File: src/rtl/alu_pkg.sv
package alu_pkg;

    localparam int BYTE_W = 8;
    localparam int WORD_W = 16;
    localparam int IMM_W  = 6;
    localparam int OP_W   = 5;

    // status bit positions (layout fixed by the instruction set)
    localparam int F_C = 0;
    localparam int F_Z = 1;
    localparam int F_N = 2;
    localparam int F_V = 3;
    localparam int F_S = 4;
    localparam int F_H = 5;
    localparam int F_T = 6;
    localparam int F_I = 7;

    typedef enum logic [OP_W-1:0] {
        OP_ADD  = 5'd0,  OP_ADC  = 5'd1,  OP_SUB  = 5'd2,  OP_SBC  = 5'd3,
        OP_CMP  = 5'd4,  OP_CMPC = 5'd5,  OP_AND  = 5'd6,  OP_OR   = 5'd7,
        OP_XOR  = 5'd8,  OP_COM  = 5'd9,  OP_NEG  = 5'd10, OP_INC  = 5'd11,
        OP_DEC  = 5'd12, OP_LSR  = 5'd13, OP_ASR  = 5'd14, OP_ROR  = 5'd15,
        OP_SWAP = 5'd16, OP_WADD = 5'd17, OP_WSUB = 5'd18
    } alu_op_e;

    typedef struct packed {
        logic              we;
        logic [WORD_W-1:0] res;
        logic [BYTE_W-1:0] sreg;
    } alu_state_t;

endpackage

File: src/rtl/alu_addsub.sv
module alu_addsub #(
    parameter int W = 8
) (
    input  logic [W-1:0] a,
    input  logic [W-1:0] b,
    input  logic         cin,
    input  logic         sub,
    output logic [W-1:0] r,
    output logic         half,
    output logic         cout,
    output logic         ovf
);
    localparam int HB = 3;   // half-carry taken from bit 3

    logic [W-1:0] cvec;
    logic [W-1:0] ovec;
    logic [W-1:0] cin_ext;

    always_comb begin
        cin_ext = {{(W-1){1'b0}}, cin};
        if (sub) begin
            r    = a - b - cin_ext;
            cvec = (~a & b) | (b & r) | (r & ~a);
            ovec = (a & ~b & ~r) | (~a & b & r);
        end else begin
            r    = a + b + cin_ext;
            cvec = (a & b) | (a & ~r) | (b & ~r);
            ovec = (a & b & ~r) | (~a & ~b & r);
        end
        half = cvec[HB];
        cout = cvec[W-1];
        ovf  = ovec[W-1];
    end
endmodule

File: src/rtl/alu_unary.sv
module alu_unary
    import alu_pkg::*;
#(
    parameter int W = 8
) (
    input  logic [OP_W-1:0] op,
    input  logic [W-1:0]    a,
    input  logic [W-1:0]    b,
    input  logic            cin,
    output logic [W-1:0]    r
);
    localparam int HALF = W / 2;

    always_comb begin
        unique case (op)
            OP_AND:  r = a & b;
            OP_OR:   r = a | b;
            OP_XOR:  r = a ^ b;
            OP_COM:  r = ~a;
            OP_NEG:  r = '0 - a;
            OP_INC:  r = a + {{(W-1){1'b0}}, 1'b1};
            OP_DEC:  r = a - {{(W-1){1'b0}}, 1'b1};
            OP_LSR:  r = {1'b0, a[W-1:1]};
            OP_ASR:  r = {a[W-1], a[W-1:1]};
            OP_ROR:  r = {cin, a[W-1:1]};
            OP_SWAP: r = {a[HALF-1:0], a[W-1:HALF]};
            default: r = '0;
        endcase
    end
endmodule

File: src/rtl/alu_word.sv
module alu_word #(
    parameter int W  = 16,
    parameter int KW = 6
) (
    input  logic [W-1:0]  pair,
    input  logic [KW-1:0] imm,
    input  logic          sub,
    output logic [W-1:0]  r,
    output logic          cout,
    output logic          ovf
);
    logic [W-1:0] k_ext;

    always_comb begin
        k_ext = {{(W-KW){1'b0}}, imm};
        if (sub) begin
            r    = pair - k_ext;
            cout = r[W-1] & ~pair[W-1];
            ovf  = ~r[W-1] & pair[W-1];
        end else begin
            r    = pair + k_ext;
            cout = ~r[W-1] & pair[W-1];
            ovf  = r[W-1] & ~pair[W-1];
        end
    end
endmodule

File: src/rtl/status_alu.sv
module status_alu
    import alu_pkg::*;
(
    input  logic                clk,
    input  logic                rst_n,
    input  logic [OP_W-1:0]     op_i,
    input  logic [BYTE_W-1:0]   a_i,
    input  logic [BYTE_W-1:0]   b_i,
    input  logic [WORD_W-1:0]   pair_i,
    input  logic [IMM_W-1:0]    imm_i,
    input  logic [BYTE_W-1:0]   sreg_i,
    output logic [WORD_W-1:0]   res_o,
    output logic [BYTE_W-1:0]   sreg_o,
    output logic                we_o
);
    localparam int PAD = WORD_W - BYTE_W;

    alu_state_t st_d, st_q;

    logic              is_sub, chained, carry_in;
    logic [BYTE_W-1:0] as_r, un_r;
    logic              as_h, as_c, as_v;
    logic [WORD_W-1:0] w_r;
    logic              w_c, w_v;

    always_comb begin
        is_sub   = (op_i == OP_SUB) || (op_i == OP_SBC) ||
                   (op_i == OP_CMP) || (op_i == OP_CMPC);
        chained  = (op_i == OP_SBC) || (op_i == OP_CMPC);
        carry_in = ((op_i == OP_ADC) || chained) ? sreg_i[F_C] : 1'b0;
    end

    alu_addsub #(.W(BYTE_W)) u_addsub (
        .a(a_i), .b(b_i), .cin(carry_in), .sub(is_sub),
        .r(as_r), .half(as_h), .cout(as_c), .ovf(as_v)
    );

    alu_unary #(.W(BYTE_W)) u_unary (
        .op(op_i), .a(a_i), .b(b_i), .cin(sreg_i[F_C]), .r(un_r)
    );

    alu_word #(.W(WORD_W), .KW(IMM_W)) u_word (
        .pair(pair_i), .imm(imm_i), .sub(op_i == OP_WSUB),
        .r(w_r), .cout(w_c), .ovf(w_v)
    );

    always_comb begin
        st_d.we   = 1'b0;
        st_d.res  = '0;
        st_d.sreg = sreg_i;
        unique case (op_i)
            OP_ADD, OP_ADC: begin
                st_d.we        = 1'b1;
                st_d.res       = {{PAD{1'b0}}, as_r};
                st_d.sreg[F_H] = as_h;
                st_d.sreg[F_C] = as_c;
                st_d.sreg[F_V] = as_v;
                st_d.sreg[F_N] = as_r[BYTE_W-1];
                st_d.sreg[F_S] = as_r[BYTE_W-1] ^ as_v;
                st_d.sreg[F_Z] = (as_r == '0);
            end
            OP_SUB, OP_SBC, OP_CMP, OP_CMPC: begin
                st_d.we        = (op_i == OP_SUB) || (op_i == OP_SBC);
                st_d.res       = st_d.we ? {{PAD{1'b0}}, as_r} : '0;
                st_d.sreg[F_H] = as_h;
                st_d.sreg[F_C] = as_c;
                st_d.sreg[F_V] = as_v;
                st_d.sreg[F_N] = as_r[BYTE_W-1];
                st_d.sreg[F_S] = as_r[BYTE_W-1] ^ as_v;
                st_d.sreg[F_Z] = (as_r == '0) & (chained ? sreg_i[F_Z] : 1'b1);
            end
            OP_AND, OP_OR, OP_XOR, OP_COM: begin
                st_d.we        = 1'b1;
                st_d.res       = {{PAD{1'b0}}, un_r};
                st_d.sreg[F_V] = 1'b0;
                st_d.sreg[F_N] = un_r[BYTE_W-1];
                st_d.sreg[F_S] = un_r[BYTE_W-1];
                st_d.sreg[F_Z] = (un_r == '0);
                if (op_i == OP_COM) st_d.sreg[F_C] = 1'b1;
            end
            OP_NEG: begin
                st_d.we        = 1'b1;
                st_d.res       = {{PAD{1'b0}}, un_r};
                st_d.sreg[F_H] = un_r[3] | a_i[3];
                st_d.sreg[F_C] = (un_r != '0);
                st_d.sreg[F_Z] = (un_r == '0);
                st_d.sreg[F_V] = (un_r == 8'h80);
                st_d.sreg[F_N] = un_r[BYTE_W-1];
                st_d.sreg[F_S] = un_r[BYTE_W-1] ^ (un_r == 8'h80);
            end
            OP_INC, OP_DEC: begin
                st_d.we        = 1'b1;
                st_d.res       = {{PAD{1'b0}}, un_r};
                st_d.sreg[F_V] = (op_i == OP_INC) ? (un_r == 8'h80) : (un_r == 8'h7F);
                st_d.sreg[F_N] = un_r[BYTE_W-1];
                st_d.sreg[F_S] = un_r[BYTE_W-1] ^ st_d.sreg[F_V];
                st_d.sreg[F_Z] = (un_r == '0);
            end
            OP_LSR, OP_ASR, OP_ROR: begin
                st_d.we        = 1'b1;
                st_d.res       = {{PAD{1'b0}}, un_r};
                st_d.sreg[F_C] = a_i[0];
                st_d.sreg[F_N] = un_r[BYTE_W-1];
                st_d.sreg[F_V] = un_r[BYTE_W-1] ^ a_i[0];
                st_d.sreg[F_S] = a_i[0];
                st_d.sreg[F_Z] = (un_r == '0);
            end
            OP_SWAP: begin
                st_d.we  = 1'b1;
                st_d.res = {{PAD{1'b0}}, un_r};
            end
            OP_WADD, OP_WSUB: begin
                st_d.we        = 1'b1;
                st_d.res       = w_r;
                st_d.sreg[F_C] = w_c;
                st_d.sreg[F_V] = w_v;
                st_d.sreg[F_N] = w_r[WORD_W-1];
                st_d.sreg[F_S] = w_r[WORD_W-1] ^ w_v;
                st_d.sreg[F_Z] = (w_r == '0);
            end
            default: ;
        endcase
        st_d.sreg[F_I] = sreg_i[F_I];
        st_d.sreg[F_T] = sreg_i[F_T];
    end

    always_ff @(posedge clk) begin
        if (!rst_n) st_q <= '0;
        else        st_q <= st_d;
    end

    assign res_o  = st_q.res;
    assign sreg_o = st_q.sreg;
    assign we_o   = st_q.we;

    // interrupt and transfer bits survive every operation
    assert_it_pass_R11: assert property (@(posedge clk) disable iff (!rst_n)
        rst_n |=> sreg_o[F_I:F_T] == $past(sreg_i[F_I:F_T]));

    // compares never request a register write
    assert_cmp_nowrite_R4: assert property (@(posedge clk) disable iff (!rst_n)
        (op_i == OP_CMP || op_i == OP_CMPC) |=> !we_o);

    // chained forms cannot raise Z when it was clear before
    assert_chain_zero_R3: assert property (@(posedge clk) disable iff (!rst_n)
        ((op_i == OP_SBC || op_i == OP_CMPC) && !sreg_i[F_Z]) |=> !sreg_o[F_Z]);

    // increment and decrement keep carry and half carry
    assert_incdec_keep_R7: assert property (@(posedge clk) disable iff (!rst_n)
        (op_i == OP_INC || op_i == OP_DEC) |=>
        (sreg_o[F_C] == $past(sreg_i[F_C]) && sreg_o[F_H] == $past(sreg_i[F_H])));

    // swap leaves the status byte alone
    assert_swap_flags_R10: assert property (@(posedge clk) disable iff (!rst_n)
        (op_i == OP_SWAP) |=> sreg_o == $past(sreg_i));

    // unused codes never write
    assert_unused_idle_R14: assert property (@(posedge clk) disable iff (!rst_n)
        (op_i > OP_WSUB) |=> (!we_o && sreg_o == $past(sreg_i)));

endmodule

File: config.mk
export PLATFORM = sky130hd
export DESIGN_NAME = status_alu
export DESIGN_NICKNAME = d
export VERILOG_FILES = /design/src/rtl/alu_pkg.sv /design/src/rtl/alu_addsub.sv /design/src/rtl/alu_unary.sv /design/src/rtl/alu_word.sv /design/src/rtl/status_alu.sv
export SDC_FILE = /design/constraint.sdc
export NUM_CORES = 1
export LEC_CHECK = 0
export CORE_MARGIN = 4
export CORE_UTILIZATION = 51
export DETAILED_ROUTE_END_ITERATION = 6
export HOLD_SLACK_MARGIN = 0.06
export MAX_ROUTING_LAYER = met4
export PLACE_DENSITY = 0.89
export SLEW_MARGIN = 20
export SYNTH_ARGS = -nofsm -noshare
export SYNTH_HDL_FRONTEND = slang
export SYNTH_SLANG_ARGS = --single-unit
File: constraint.sdc
create_clock -name clk -period 12.82 [get_ports clk]
set_input_delay 2.564 -clock clk [delete_from_list [all_inputs] [get_ports clk]]
set_output_delay 2.564 -clock clk [all_outputs]
set_load 0.005 [all_outputs]
After elaboration in Yosys (flattened, before gate mapping):

Cells that the tools add are included.

* register bits after elaboration: 25
* output and inout port bits: 25
* logic and storage cells: 104

* $add $sub $neg: 9
* equality and inequality tests: 20
* muxes and demuxes: 16
* bitwise operators: 38
* reductions and logical operators: 18

Operator list (count)
* $and A8 B8 Y8: 12
* $pmux W8 S11: 1
* $pmux W17 S4: 1
* $or A8 B8 Y8: 7
* $eq A5 B4 Y1 const B: 8
* $mux W8: 4
* $not A8 Y8: 4
* $pmux W4 S7: 1
* $eq A5 B3 Y1 const B: 4
* $add A16 B6 Y16: 1
* $logic_not A16 Y1: 1
* $logic_not A8 Y1: 2
* $mux W16: 1
* $sub A16 B6 Y16: 1
* $eq A5 B5 Y1 const B: 3
* $reduce_or A11 Y1: 1
* $eq A5 B2 Y1 const B: 2
* $add A8 B1 Y8: 1
* $add A8 B1 Y8 const B: 1
* $add A8 B8 Y8: 1
* $eq A8 B7 Y1 const B: 1
* $eq A8 B8 Y1 const B: 1
* $reduce_bool A8 Y1: 1
* $reduce_or A4 Y1: 2
* other kinds (18): 39

Depth between registers and ports, before layout:

* depth in word-level cells: 11
* gate-level depth with buffers: 20
* gate-level depth less buffers: 18

Hierarchy:

A second synthesis with hierarchy kept.

* cells, all modules: 577
* area total of the unflattened synthesis: 4493.1 um2

By module, submodules not included
* status_alu: times used 1, cells an instance 156, area an instance 1360.1 um2, seq. area each 500.5 um2
* alu_unary: times used 1, cells an instance 155, area an instance 1153.6 um2, seq. area each 0.0 um2
* alu_word: times used 1, cells an instance 137, area an instance 991.0 um2, seq. area each 0.0 um2
* alu_addsub: times used 1, cells an instance 129, area an instance 988.4 um2, seq. area each 0.0 um2

Worst setup path before layout:

No wires, ideal clock.

* path type: input port to flip-flop
* start: input op_i[3]
* end: register st_q, in the netlist sreg_o[4]
* library setup time: 0.133 ns
* arrival: 5.662 ns
* setup slack: 7.025 ns
* stages on the path: 18
* cell sequence: buf_4 > clkbuf_1 > nor2_1 > nand4_1 > inv_1 > fa_1 > a21o_1 > a21oi_1 > o21ai_0 > nand2_1 > nand2_1 > a21o_1 > fa_1 > nor2b_1 > o311ai_0 > a31oi_1 > o221ai_1 > o311ai_1

* cells in the longest elaborated chain, start to end: 11

RTL lines
* start: declaration: line status_alu.sv:6 `input logic [OP_W-1:0] op_i,`
* $eq A5 B2 Y1 or $eq A5 B3 Y1 (tied branches)
* $logic_or A1 B1 Y1: line status_alu.sv:29 `chained = (op_i == OP_SBC) || (op_i == OP_CMPC);`
* $logic_or A1 B1 Y1: line status_alu.sv:30 `carry_in = ((op_i == OP_ADC) || chained) ? sreg_i[F_C] : 1'b0;`
* $mux W1: line status_alu.sv:30
* $add A8 B1 Y8 or $sub A8 B1 Y8 (tied branches): line alu_addsub.sv:26, alu_addsub.sv:22
* $not A8 Y8 (on tied branches): line alu_addsub.sv:28, alu_addsub.sv:24
* $and A8 B8 Y8 (on tied branches): line alu_addsub.sv:28, alu_addsub.sv:24
* $or A8 B8 Y8 (on tied branches): line alu_addsub.sv:28, alu_addsub.sv:24
* $mux W8: line alu_addsub.sv:21 `if (sub) begin`
* $xor A1 B1 Y1: line status_alu.sv:59, status_alu.sv:69
* $pmux W4 S7 *: line status_alu.sv:51 `unique case (op_i)`
* end signal: assignment: line status_alu.sv:129 `else st_q <= st_d;`
* end: declaration: line status_alu.sv:18 `alu_state_t st_d, st_q;`

Every way passes the cells marked *; elsewhere a longest branch is shown, timed or not.
A chain may end at the register's enable or synchronous reset.

Worst setup path in the final report:

* start: input op_i[2]
* end: register st_q, in the netlist sreg_o[4]

The elaborated chain is that of the path after synthesis.

==> summary.txt <==
Floorplanning
  • Core ar.: 0.00818 mm2
  • Die area: 0.00992 mm2
  • Std cell rows: 33
  • Die Width: 99.6 um
  • I/O pin count: 78
  • Initial Util: 52.4%
  • Overall die height: 99.6 um

GRT
  • Largest net degree at the start of global routing: 28
  • Grt total ovfl: 0
  • First-pass GRT wire length: 23.2 mm
  • Number of global-route vias before repair: 4470
  • Tot GR Track Use: 29.6%
  • Initial antenna violation count: 0

Hold path
  • Worst hold path endpoint: sreg_o[6]
  • Cells on Worst Hold Path: 2
  • Hold WC Path Type: in -> reg
  • Hold_sp: sreg_i[6]

Synth
  • Mapped Avg Cell Area: 7.46 um2
  • Synth cell types: 74
  • Top FF cell, synth: dfxtp_1
  • Mapped Cells: 574
  • Area of the mapped netlist: 0.00428 mm2
  • Async set or reset register ratio after synthesis: 0%
  • Syn Nets: 690
  • #FFs+latches synth: 25
  • Seq/Total Area, Yosys: 11.7%
  • Yosys warnings: 0
  • Post-synth EDFFs: 0

Timing
  • Max-slew headroom: 34.6%
  • Tcrit/Tclk final: 54.6%
  • TNS Setup: 0 ns
  • Final Critical Period: 7.01 ns
  • Least-Margin Pin Slew: 0.971 ns
  • Final setup vio count: 0
  • Final Max Tran Viols: 0
  • RSZ-0062 raised after global routing: no
  • Max frequency: 0.143 GHz
  • Final hold viol count: 0

Route
  • Routed WL per cell: 20.0 um
  • DRC Markers: 0
  • Routed vias/inst: 6.48
  • Pre-antenna DRT Iters: 5
  • Post-DRT Antenna Nets: 0
  • Via count: 4777
  • Iter 0 DRT Violations: 506
  • WL final: 14.7 mm

Critical path
  • Worst setup SP type: input pin
  • WP data required: 12.96 ns
  • Largest stage delay, worst path: 1.03 ns
  • Crit path capture type: register
  • Most used cell, CP: nand2_1
  • CP Buf/Inv Count: 2
  • CP max-delay cell: clkdlybuf4s50_1
  • Signal arrival time at the worst endpoint: 7.14 ns
  • Crit path max fanout: 27
  • Delay-heaviest family, CP: compound AO/OA/AOI/OAI gates
  • Critical-path cell list: clkdlybuf4s50_1, nand2_1, nand4_1, inv_1, fa_1, a21o_1, a21oi_1, o21ai_0, nand2_1, nand2_1, a21o_1, fa_1, nor2b_1, o311ai_0, a31oi_1, o221ai_1, o311ai_1
  • Critical path type: in -> reg

Power and ir drop
  • Pleak: 2.15 nW
  • Reg power frac: 26.7%
  • Int Power: 0.000180 W
  • P_sw: 0.000129 W
  • Clock Power Share: 15.4%
  • VDD IR max: 31.9 uV
  • Total Power: 0.000309 W
  • Combinational share of power: 57.8%
  • Sw Share: 41.6%
  • Power per cell area: 60.3 mW/mm2

Final layout
  • Commonest cells after routing, fill and taps aside: 77 x clkdlybuf4s50_1, 55 x nor2_1, 54 x ha_1
  • Filler instances: 758
  • Most common cell after layout, fill and taps aside: clkdlybuf4s50_1
  • Synth-to-layout area growth: 19.7%
  • Nets: 749
  • Ratio of cells with drive above 1 in the final layout: 3.80%
  • N_diodes: 0
  • Layout Cells excl Fill: 737

Run status
  • Status: completed

Placed design
  • Port-buffer cells: 77
  • Routability Congestion: 1.00
  • Placed insts: 733
  • Post-detail-place hpwl: 12.0 mm

Clocking
  • Clk buf depth: 2
  • Post-CTS setup buffers: 0
  • Cts hold-fix bufs: 0
  • Clk pin slew, worst setup/hold paths: 0.08 ns
  • Clk sinks: 25
  • Root Driver: clkbuf_8
  • CTS tree: yes
  • H-tree depth: 1
  • CTS resizes: 0
  • TritonCTS buffer count: 3

Run
  • Maxcap violations: 0
metrics by stage:
stage,worst slack (ns),hold slack [ns],util [%],cell area [um2]
after floorplan,7.02,2.69,-,4280
after global placement,5.85,3.15,62.1,5070
after detailed placement,5.65,3.15,62.1,5070
after CTS,5.93,2.88,62.7,5120
after global routing,5.54,2.88,62.7,5120
final,5.81,2.88,62.7,5120
final cells by class:
| cell class | instances | area, um2 | share of cell area, % |
|---|---|---|---|
| inverters | 43 | 161 | 3.15 |
| well taps | 105 | 131 | 2.56 |
| repair buffers | 79 | 786 | 15.3 |
| clock inverters | 1 | 8.76 | 0.171 |
| flip-flops and latches | 25 | 500 | 9.77 |
| clock buffers | 3 | 41.3 | 0.806 |
| multi-input cells | 481 | 3490 | 68.2 |
logic make-up (layout without fill, tap and decap cells):
logic type | count (synthesis) | in the layout | synth area share [%]
AOI/OAI and AO/OA | 166 | 166 | 27.0
xor gates and xnor gates | 33 | 33 | 6.75
adders and majority gates | 63 | 63 | 20.0
buffers and inverters | 68 | 126 | 6.66
DFF | 25 | 25 | 11.7
muxes | 8 | 8 | 1.90
and+or+nand+nor | 211 | 211 | 26.0
worst max path at each step:
stage | from | to | slack [ns] | cells after the start
2_1_floorplan | op_i[3] | sreg_o[4] | 7.02 | 18
3_3_place_gp | op_i[1] | sreg_o[4] | 5.85 | 17
3_5_place_dp | op_i[2] | sreg_o[4] | 5.65 | 17
4_1_cts | op_i[2] | sreg_o[4] | 5.93 | 17
5_1_grt | op_i[2] | sreg_o[4] | 5.54 | 17
6_report | op_i[2] | sreg_o[4] | 5.81 | 17
per-layer routing:
layer | track usage, % | up-vias | wire length (um)
met1 | 39.0 | 2209 | 6250
met4 | 9.98 | 0 | 534
li1 | - | 2224 | -
met3 | 3.86 | 54 | 1340
met2 | 47.0 | 290 | 6600
met5 | - | - | 0
synthesized netlist by cell type (8+ instances only):
library cell | count | area, um2
xnor2_1 | 24 | 210
and3_1 | 9 | 56.3
a31oi_1 | 8 | 50.1
nor3_1 | 16 | 80.1
nand2b_1 | 12 | 75.1
inv_1 | 42 | 158
nand2_1 | 35 | 131
xor2_1 | 9 | 78.8
a21o_1 | 9 | 67.6
dfxtp_1 | 25 | 500
fa_1 | 9 | 180
o21ai_0 | 26 | 130
nand4_1 | 9 | 56.3
nand3_1 | 17 | 85.1
a21oi_1 | 34 | 170
ha_1 | 54 | 676
nor2_1 | 55 | 206
a22oi_1 | 14 | 105
clkbuf_1 | 14 | 52.6
a221oi_1 | 10 | 87.6
nor2b_1 | 10 | 62.6
power by group through the flow:
stage	registers, W	clock network, W	logic (W)
after floorplan	0.0000850	0	0.000108
after global placement	0.0000844	0	0.000171
after detailed placement	0.0000845	0	0.000174
after CTS	0.0000827	0.0000482	0.000175
after global routing	0.0000830	0.0000512	0.000193
final	0.0000826	0.0000476	0.000179
state kept, by name (all words and copies together) (netlist names):
register	flops
res_o	16
sreg_o	8
we_o	1
Power figures use the tool's default switching activity.
